**src/rtl/initlock_pkg.sv**
```systemverilog
package initlock_pkg;
  // strobes from control to datapath
  typedef struct packed {
    logic bankWe;    // store to the bank register selected by wrAddr
    logic reloadWe;  // store to the timeout reload register
  } wrStrobe_t;
endpackage

```
**src/rtl/initLockCtrl.sv**
```systemverilog
module initLockCtrl
  import initlock_pkg::*;
#(
  parameter int ADDR_W   = 4,
  parameter int DATA_W   = 32,
  parameter int NUM_PROT = 4,
  parameter int PWD_W    = 16,
  parameter int TMO_W    = 16,
  parameter logic [PWD_W-1:0] PASSWORD = 16'hC35A
) (
  input  logic              clk,
  input  logic              rstN,
  input  logic              wrEn,
  input  logic [ADDR_W-1:0] wrAddr,
  input  logic [DATA_W-1:0] wrData,
  input  logic              wrSuper,
  input  logic [TMO_W-1:0]  reloadVal,
  output wrStrobe_t         strobe,
  output logic              lockClosed,
  output logic              faultLatched,
  output logic              discardAlarm,
  output logic              pwdAlarm
);
  localparam int BANK_LAST = NUM_PROT + 1;
  localparam logic [ADDR_W-1:0] LOCK_ADDR   = '0;
  localparam logic [ADDR_W-1:0] RELOAD_ADDR = ADDR_W'(1);
  localparam logic [ADDR_W-1:0] LAST_ADDR   = ADDR_W'(BANK_LAST);

  logic [TMO_W-1:0] count;
  logic isLockWr, isProtWr, pwdOk, reqOpen, reqClose, allowProt, expire;

  always_comb begin
    isLockWr  = wrEn && (wrAddr == LOCK_ADDR);
    isProtWr  = wrEn && (wrAddr >= RELOAD_ADDR) && (wrAddr <= LAST_ADDR);
    pwdOk     = (wrData[DATA_W-1 -: PWD_W] == PASSWORD);
    allowProt = !lockClosed && wrSuper;
    reqOpen   = isLockWr && wrSuper && pwdOk && !wrData[0] && !faultLatched;
    reqClose  = isLockWr && wrSuper && pwdOk && wrData[0];
    expire    = !lockClosed && (count == '0) && !reqClose && !reqOpen;
    strobe.bankWe   = isProtWr && allowProt && (wrAddr != RELOAD_ADDR);
    strobe.reloadWe = isProtWr && allowProt && (wrAddr == RELOAD_ADDR);
  end

  always_ff @(posedge clk or negedge rstN) begin
    if (!rstN) begin
      lockClosed   <= 1'b1;
      faultLatched <= 1'b0;
      count        <= '0;
      discardAlarm <= 1'b0;
      pwdAlarm     <= 1'b0;
    end else begin
      discardAlarm <= (isProtWr && !allowProt)
                    || (isLockWr && !wrSuper)
                    || (isLockWr && wrSuper && pwdOk && !wrData[0] && faultLatched);
      pwdAlarm     <= isLockWr && wrSuper && !pwdOk;
      if (reqOpen) begin
        lockClosed <= 1'b0;
        count      <= reloadVal;
      end else if (reqClose) begin
        lockClosed <= 1'b1;
      end else if (expire) begin
        lockClosed   <= 1'b1;
        faultLatched <= 1'b1;
      end else if (!lockClosed) begin
        count <= count - 1'b1;
      end
    end
  end
endmodule

```
**src/rtl/initLockData.sv**
```systemverilog
module initLockData
  import initlock_pkg::*;
#(
  parameter int ADDR_W   = 4,
  parameter int DATA_W   = 32,
  parameter int NUM_PROT = 4,
  parameter int TMO_W    = 16
) (
  input  logic              clk,
  input  logic              rstN,
  input  wrStrobe_t         strobe,
  input  logic [ADDR_W-1:0] wrAddr,
  input  logic [DATA_W-1:0] wrData,
  input  logic [ADDR_W-1:0] rdAddr,
  input  logic              lockClosed,
  input  logic              faultLatched,
  output logic [TMO_W-1:0]  reloadVal,
  output logic [DATA_W-1:0] rdData
);
  localparam int BANK_BASE = 2;

  logic [DATA_W-1:0] bank [NUM_PROT];

  always_ff @(posedge clk or negedge rstN) begin
    if (!rstN) reloadVal <= '1;
    else if (strobe.reloadWe) reloadVal <= wrData[TMO_W-1:0];
  end

  for (genvar g = 0; g < NUM_PROT; g++) begin : gBank
    localparam logic [ADDR_W-1:0] MY_ADDR = ADDR_W'(BANK_BASE + g);
    always_ff @(posedge clk or negedge rstN) begin
      if (!rstN) bank[g] <= '0;
      else if (strobe.bankWe && wrAddr == MY_ADDR) bank[g] <= wrData;
    end
  end

  always_comb begin
    rdData = '0;
    if (rdAddr == '0) begin
      rdData[1:0] = {faultLatched, lockClosed};
    end else if (rdAddr == ADDR_W'(1)) begin
      rdData[TMO_W-1:0] = reloadVal;
    end else begin
      for (int i = 0; i < NUM_PROT; i++)
        if (rdAddr == ADDR_W'(BANK_BASE + i)) rdData = bank[i];
    end
  end
endmodule

```
**src/rtl/initLockGate.sv**
```systemverilog
module initLockGate
  import initlock_pkg::*;
#(
  parameter int ADDR_W   = 4,
  parameter int DATA_W   = 32,
  parameter int NUM_PROT = 4,
  parameter int PWD_W    = 16,
  parameter int TMO_W    = 16,
  parameter logic [PWD_W-1:0] PASSWORD = 16'hC35A
) (
  input  logic              clk,
  input  logic              rstN,
  input  logic              wrEn,
  input  logic [ADDR_W-1:0] wrAddr,
  input  logic [DATA_W-1:0] wrData,
  input  logic              wrSuper,
  input  logic [ADDR_W-1:0] rdAddr,
  output logic [DATA_W-1:0] rdData,
  output logic              lockClosed,
  output logic              faultLatched,
  output logic              discardAlarm,
  output logic              pwdAlarm
);
  wrStrobe_t        strobe;
  logic [TMO_W-1:0] reloadVal;

  initLockCtrl #(
    .ADDR_W(ADDR_W), .DATA_W(DATA_W), .NUM_PROT(NUM_PROT),
    .PWD_W(PWD_W), .TMO_W(TMO_W), .PASSWORD(PASSWORD)
  ) u_ctrl (
    .clk(clk), .rstN(rstN), .wrEn(wrEn), .wrAddr(wrAddr), .wrData(wrData),
    .wrSuper(wrSuper), .reloadVal(reloadVal), .strobe(strobe),
    .lockClosed(lockClosed), .faultLatched(faultLatched),
    .discardAlarm(discardAlarm), .pwdAlarm(pwdAlarm)
  );

  initLockData #(
    .ADDR_W(ADDR_W), .DATA_W(DATA_W), .NUM_PROT(NUM_PROT), .TMO_W(TMO_W)
  ) u_data (
    .clk(clk), .rstN(rstN), .strobe(strobe), .wrAddr(wrAddr), .wrData(wrData),
    .rdAddr(rdAddr), .lockClosed(lockClosed), .faultLatched(faultLatched),
    .reloadVal(reloadVal), .rdData(rdData)
  );
endmodule

```
**config.mk**
```make
export PLATFORM = sky130hd
export DESIGN_NAME = initLockGate
export DESIGN_NICKNAME = d
export VERILOG_FILES = /design/src/rtl/initlock_pkg.sv /design/src/rtl/initLockCtrl.sv /design/src/rtl/initLockData.sv /design/src/rtl/initLockGate.sv
export SDC_FILE = /design/constraint.sdc
export NUM_CORES = 1
export LEC_CHECK = 0
export ABC_AREA = 1
export BUFFER_PORTS_ARGS = -buffer_cell sky130_fd_sc_hd__buf_2
export CORE_MARGIN = 2
export CORE_UTILIZATION = 49
export DETAILED_ROUTE_END_ITERATION = 12
export PLACE_DENSITY = 0.8
export SLEW_MARGIN = 20
export SYNTH_ARGS = -nofsm -noshare
export SYNTH_HDL_FRONTEND = slang
export SYNTH_SLANG_ARGS = --single-unit
```
**constraint.sdc**
```tcl
create_clock -name clk -period 2.8 [get_ports clk]
set_clock_uncertainty 0.1 [all_clocks]
set_input_delay 0.28 -clock clk [delete_from_list [all_inputs] [get_ports clk]]
set_output_delay 0.28 -clock clk [all_outputs]
set_load 0.1 [all_outputs]
```
Word level (Yosys, flattened, before mapping). Index checks and enable logic that the tools add are counted.

Bits in writable memories: 0. Memories: 0. Input bits: 44. Latch bits: 0. Register bits: 164. Bits in read-only memories: 0. Word-level logic and storage cells: 84. Output and inout port bits: 36.

Multiplexer cells: 15. Reductions and logical operators: 39. Equal/unequal tests: 15. $add $sub $neg: 1. Bitwise logic cells: 2. Shift operators: 0. $mul: 0. Magnitude comparators: 2. Div/mod/pow operators: 0.

Operator list (count): two-way mux 32 bit (4); two-way mux 16 bit (6); two-way mux 30 bit (1); logical AND 1 bit (23); == test 16 bit, second input constant (1); == test 4 x 2 -> 1 bit, second input constant (4); == test 4 x 3 -> 1 bit, second input constant (4); zero test 16 bit (1); subtractor 16 x 1 -> 16 bit, second input constant (1); == test 4 x 1 -> 1 bit, second input constant (2); zero test 1 bit (8); zero test 4 bit (2); AND reduction 3 bit (2); greater-or-equal comparator 4 x 1 -> 1 bit, second input constant (1); <= comparator 4 x 3 -> 1 bit, second input constant (1); != test 2 x 1 -> 1 bit, second input constant (2); != test 4 x 1 -> 1 bit, second input constant (1); two-way mux 1 bit (3); nonzero test 3 bit (1); logical OR 1 bit (2); two-way mux 2 bit (1); != test 2 bit, second input constant (1); inverter 1 bit (2).

Depth between registers and ports, before layout.
Word-level depth: 11. Mapped depth: 12. Mapped depth without buffers: 11.

Modules after synthesis. From an unflattened synthesis, not the netlist that was laid out.

Cell total of the unflattened synthesis: 1086. Area total of the unflattened synthesis: 8383.0 um2.

By module, submodules not included: initLockData (area each 6566.3 um2, seq. area each 3623.5 um2, instances 1, cells each 787); initLockCtrl (area each 1816.7 um2, seq. area each 501.7 um2, instances 1, cells each 299).

Least setup slack after synthesis. No wires, ideal clock.

Path type: in2out. Start point: input port rdAddr[0]. End point: output port rdData[20]. Path buffers: 3. Required time: 2.420 ns. Cell stages on the path: 6. Data arrival time: 2.752 ns. Path slack: -0.332 ns. Cells stage by stage: buf_2 -> inv_1 -> buf_2 -> clkbuf_1 -> nand4_1 -> a31oi_1.

Cells in the longest elaborated chain, start to end: 7. Elaborated cells between the ends (all ways): 12. Those cells by class: eq/ne: 5; mux: 6; reduce/logical: 1.

Ends and longest elaborated chain: start: declaration (line initLockGate.sv:17) `input logic [ADDR_W-1:0] rdAddr,`; == test 4 x 2 -> 1 bit (line initLockData.sv:45) `if (rdAddr == ADDR_W'(BANK_BASE + i)) rdData = bank[i];`; two-way mux 32 bit (4 in a row) (line initLockData.sv:45); two-way mux 16 bit (line initLockData.sv:41) `end else if (rdAddr == ADDR_W'(1)) begin`; two-way mux 30 bit * (line initLockData.sv:39) `if (rdAddr == '0) begin`; end: declaration (line initLockGate.sv:18) `output logic [DATA_W-1:0] rdData,`.

Every way passes the cells marked *; elsewhere a longest branch is shown, timed or not.

Worst setup path after layout.
Start point: input port rdAddr[3]. End point: output port rdData[1].

Cells in the longest elaborated chain, start to end: 7. Elaborated cells between the ends (all ways): 12. Those cells by class: eq/ne: 5; mux: 6; reduce/logical: 1.

Ends and longest elaborated chain (line): == test 4 x 2 -> 1 bit (initLockData.sv:45); two-way mux 32 bit (4 in a row) (initLockData.sv:45); two-way mux 16 bit (initLockData.sv:41); two-way mux 2 bit * (initLockData.sv:39).

Marked as above.

==> impl_metrics.tcl <==
set metrics [dict create \
    synth_edf_count 0 \
    grt_pass1_vias 7213 \
    cts.clk_slew.worst_paths_ps 70 \
    synth_seq_area_share 0.511 \
    grtUsageTotal 0.255 \
    gr-total-overflow 0 \
    setup_viol 0 \
    synth-xor-area-share 0.00976 \
    nets 1109 \
    worst_pin_slew_ps 974 \
    worst_setup_path_start_kind "input pin" \
    critPathMaxFanout 15 \
    synth_fp_nets 1046 \
    hpwl_mm 13.9 \
    die_h_um 132 \
    slew_viol_final 0 \
    cp_data_arrival_time_ps 2020 \
    synth_cell_types 39 \
    via_per_inst 5.83 \
    areaGrowthSynthToFinish_pct 20.7 \
    coreArea_um2 16000 \
    synth_flop_cell "dfrtp_1" \
    cp_slowest_cell "buf_2" \
    numCtsBuffers 17 \
    worst_ep_required_time_ps 2420 \
    synth_top_family_by_area "simple AND/OR/NAND/NOR gates" \
    diodes 0 \
    ys_top_cells_by_area "dfrtp_1, nand2_1, o21ai_0" \
    grt_first_pass_wirelength_mm 35.9 \
    die_w_um 132 \
    drive_gt1_frac 0.187 \
    synth-compound-area-share 0.141 \
    die_area_um2 17500 \
    synth-adder-area-share 0.00310 \
    dpl_cell_area_um2 9200 \
    peakVddDrop_uv 390 \
    clock_path_buffers 2 \
    worstSetupEndpointType "primary output" \
    cts_setup_buffers 0 \
    post-place-ws_ps 429 \
    cts_tree "done" \
    p_leak_nw 4.64 \
    rsz0062_at_grt "no" \
    synth_common_cells "nand2_1, dfrtp_1, o21ai_0" \
    drtPass1Iterations 6 \
    place.gp.congestion 0.907 \
    synth-simple-area-share 0.269 \
    layout_setup_ws_ps 401 \
    power_density_nw_per_um2 513 \
    crit_path_cell_trace "buf_2 -> nor2_4 -> inv_1 -> nor2_1 -> nand2_1 -> buf_4 -> inv_1 -> a21oi_1 -> nand2_1 -> buf_2" \
    fin_crit_sh 0.857 \
    drt-initial-drc-count 746 \
    finalInstanceArea_um2 9750 \
    place.port_buffers 79 \
    crit_type "in2out" \
    relSlewSlack 0.350 \
    wl_per_cell_um 17.0 \
    ant_nets 0 \
    vias 7532 \
    synthesis.instances 1000 \
    yosys_warnings 0 \
    post_cts_resized 0 \
    hold_viol_final 0 \
    synth_top_area_frac 0.456 \
    drt_wl_total_mm 22.0 \
    max_freq_mhz 417 \
    hold_path.class "in2reg" \
    slowest_delay_ps 430 \
    core.rowCount 46 \
    max_cap_viol_count 0 \
    ys_async_sr_fraction 1.00 \
    antenna_found_initial 0 \
    synth_area_leader_cell "dfrtp_1" \
    clock_latency_ps 430 \
    status "finished, final reports clean" \
    clkSinkCount 164 \
    htreeDepth 4 \
    post-place-cells 1259 \
    synth_area_um2 8080 \
    instances_no_fill 1292 \
    initial_core_util 0.505 \
    grt_start_max_net_pins 65 \
    avgSynthCellArea_um2 8.08 \
    yosysMostFrequentCell "nand2_1" \
    route.detailed.drc 0 \
    ys_ff_latch 164 \
    period_needed_ps 2400 \
    synthMuxAreaShare 0 \
    root_buffer "clkbuf_16" \
    io_pins 80 \
]
[routing by layer]
layer  global-route usage  up-vias  wire length [µm]
li1                     -     3491                 -
met5                    0        -                 0
met3               0.0515       53              1770
met4                0.115        0               691
met2                0.391      348              9990
met1                0.352     3640              9540
[placed cells by master, fill, tap and decap left out, types with 12 or more instances in the layout]
master / n
inv_1: 59
clkbuf_16: 17
buf_4: 21
a21oi_1: 12
buf_12: 27
nand3_1: 68
dfstp_2: 17
nand4_1: 47
nand2_1: 275
a31oi_2: 15
nor2_1: 64
o21ai_0: 123
dfrtp_1: 147
o21ai_1: 40
buf_2: 56
a31oi_1: 14
[path summary, 6_finish.rpt]
kind,end,cells past startpoint,startpoint,slack [ps]
worst max-delay path,rdData[1],10,rdAddr[3],400
worst min-delay path,u_data.bank[87],3,wrData[23],40
worst max register to register,u_data.bank[64],5,u_ctrl.lockClosed,520
worst min register to register,u_data.bank[52],2,u_data.bank[52],380
max in group asynchronous,u_data.reloadVal[10],3,rstN,1580
min in group asynchronous,u_data.bank[24],2,rstN,260
[area by class of cell]
class / instances / area (µm²)
Inverter: 67 / 251
Fill cell: 1362 / 6250
Clock buffer: 19 / 443
Clock inverter: 13 / 100
Multi-Input combinational cell: 707 / 3560
Sequential cell: 164 / 4130
Timing Repair Buffer: 106 / 1000
Tap cell: 216 / 270
[cell families (layout without fill, tap and decap cells)]
kind of cell / after synthesis / in the layout
adders and majority gates: 2 / 2
AOI/OAI and AO/OA: 214 / 214
and+or+nand+nor: 482 / 482
xor gates and xnor gates: 9 / 9
DFF: 164 / 164
buffers and inverters: 129 / 205
[registers in the layout (all words and copies together), names as in the netlist]
register,cells
u_ctrl.count,16
u_ctrl.discardAlarm,1
u_ctrl.faultLatched,1
u_ctrl.lockClosed,1
u_ctrl.pwdAlarm,1
u_data.bank,128
u_data.reloadVal,16
[power by group]
group / total (W) / switching (W) / internal, W
sequential: 0.00240 / 0.00000901 / 0.00239
combinational: 0.000435 / 0.000321 / 0.000114
clock: 0.00217 / 0.000999 / 0.00117
total: 0.00500 / 0.00133 / 0.00367
[per-stage QoR]
stage	setup TNS [ps]	utilization	hold WS, ps	power, W
final	0	0.609	40.7	0.00500
after global routing	0	0.609	39.8	0.00514
after CTS	0	0.609	34.3	0.00501
after detailed placement	0	0.575	152	0.00287
after global placement	0	0.575	152	0.00287
after floorplan	-2210	-	-116	0.00266
[critical path, delay by kind of cell]
kind | cells | cell delay (ps)
and+or+nand+nor | 4 | 440
AOI/OAI and AO/OA | 1 | 120
buffers and inverters | 5 | 1160
[timing repair]
item / 4_1_cts / 5_1_grt
setup endpoints to repair: 0 / 0
hold buffers: 1 / 0
hold endpoints to repair: 40 / 0
Power figures use the tool's default switching activity.
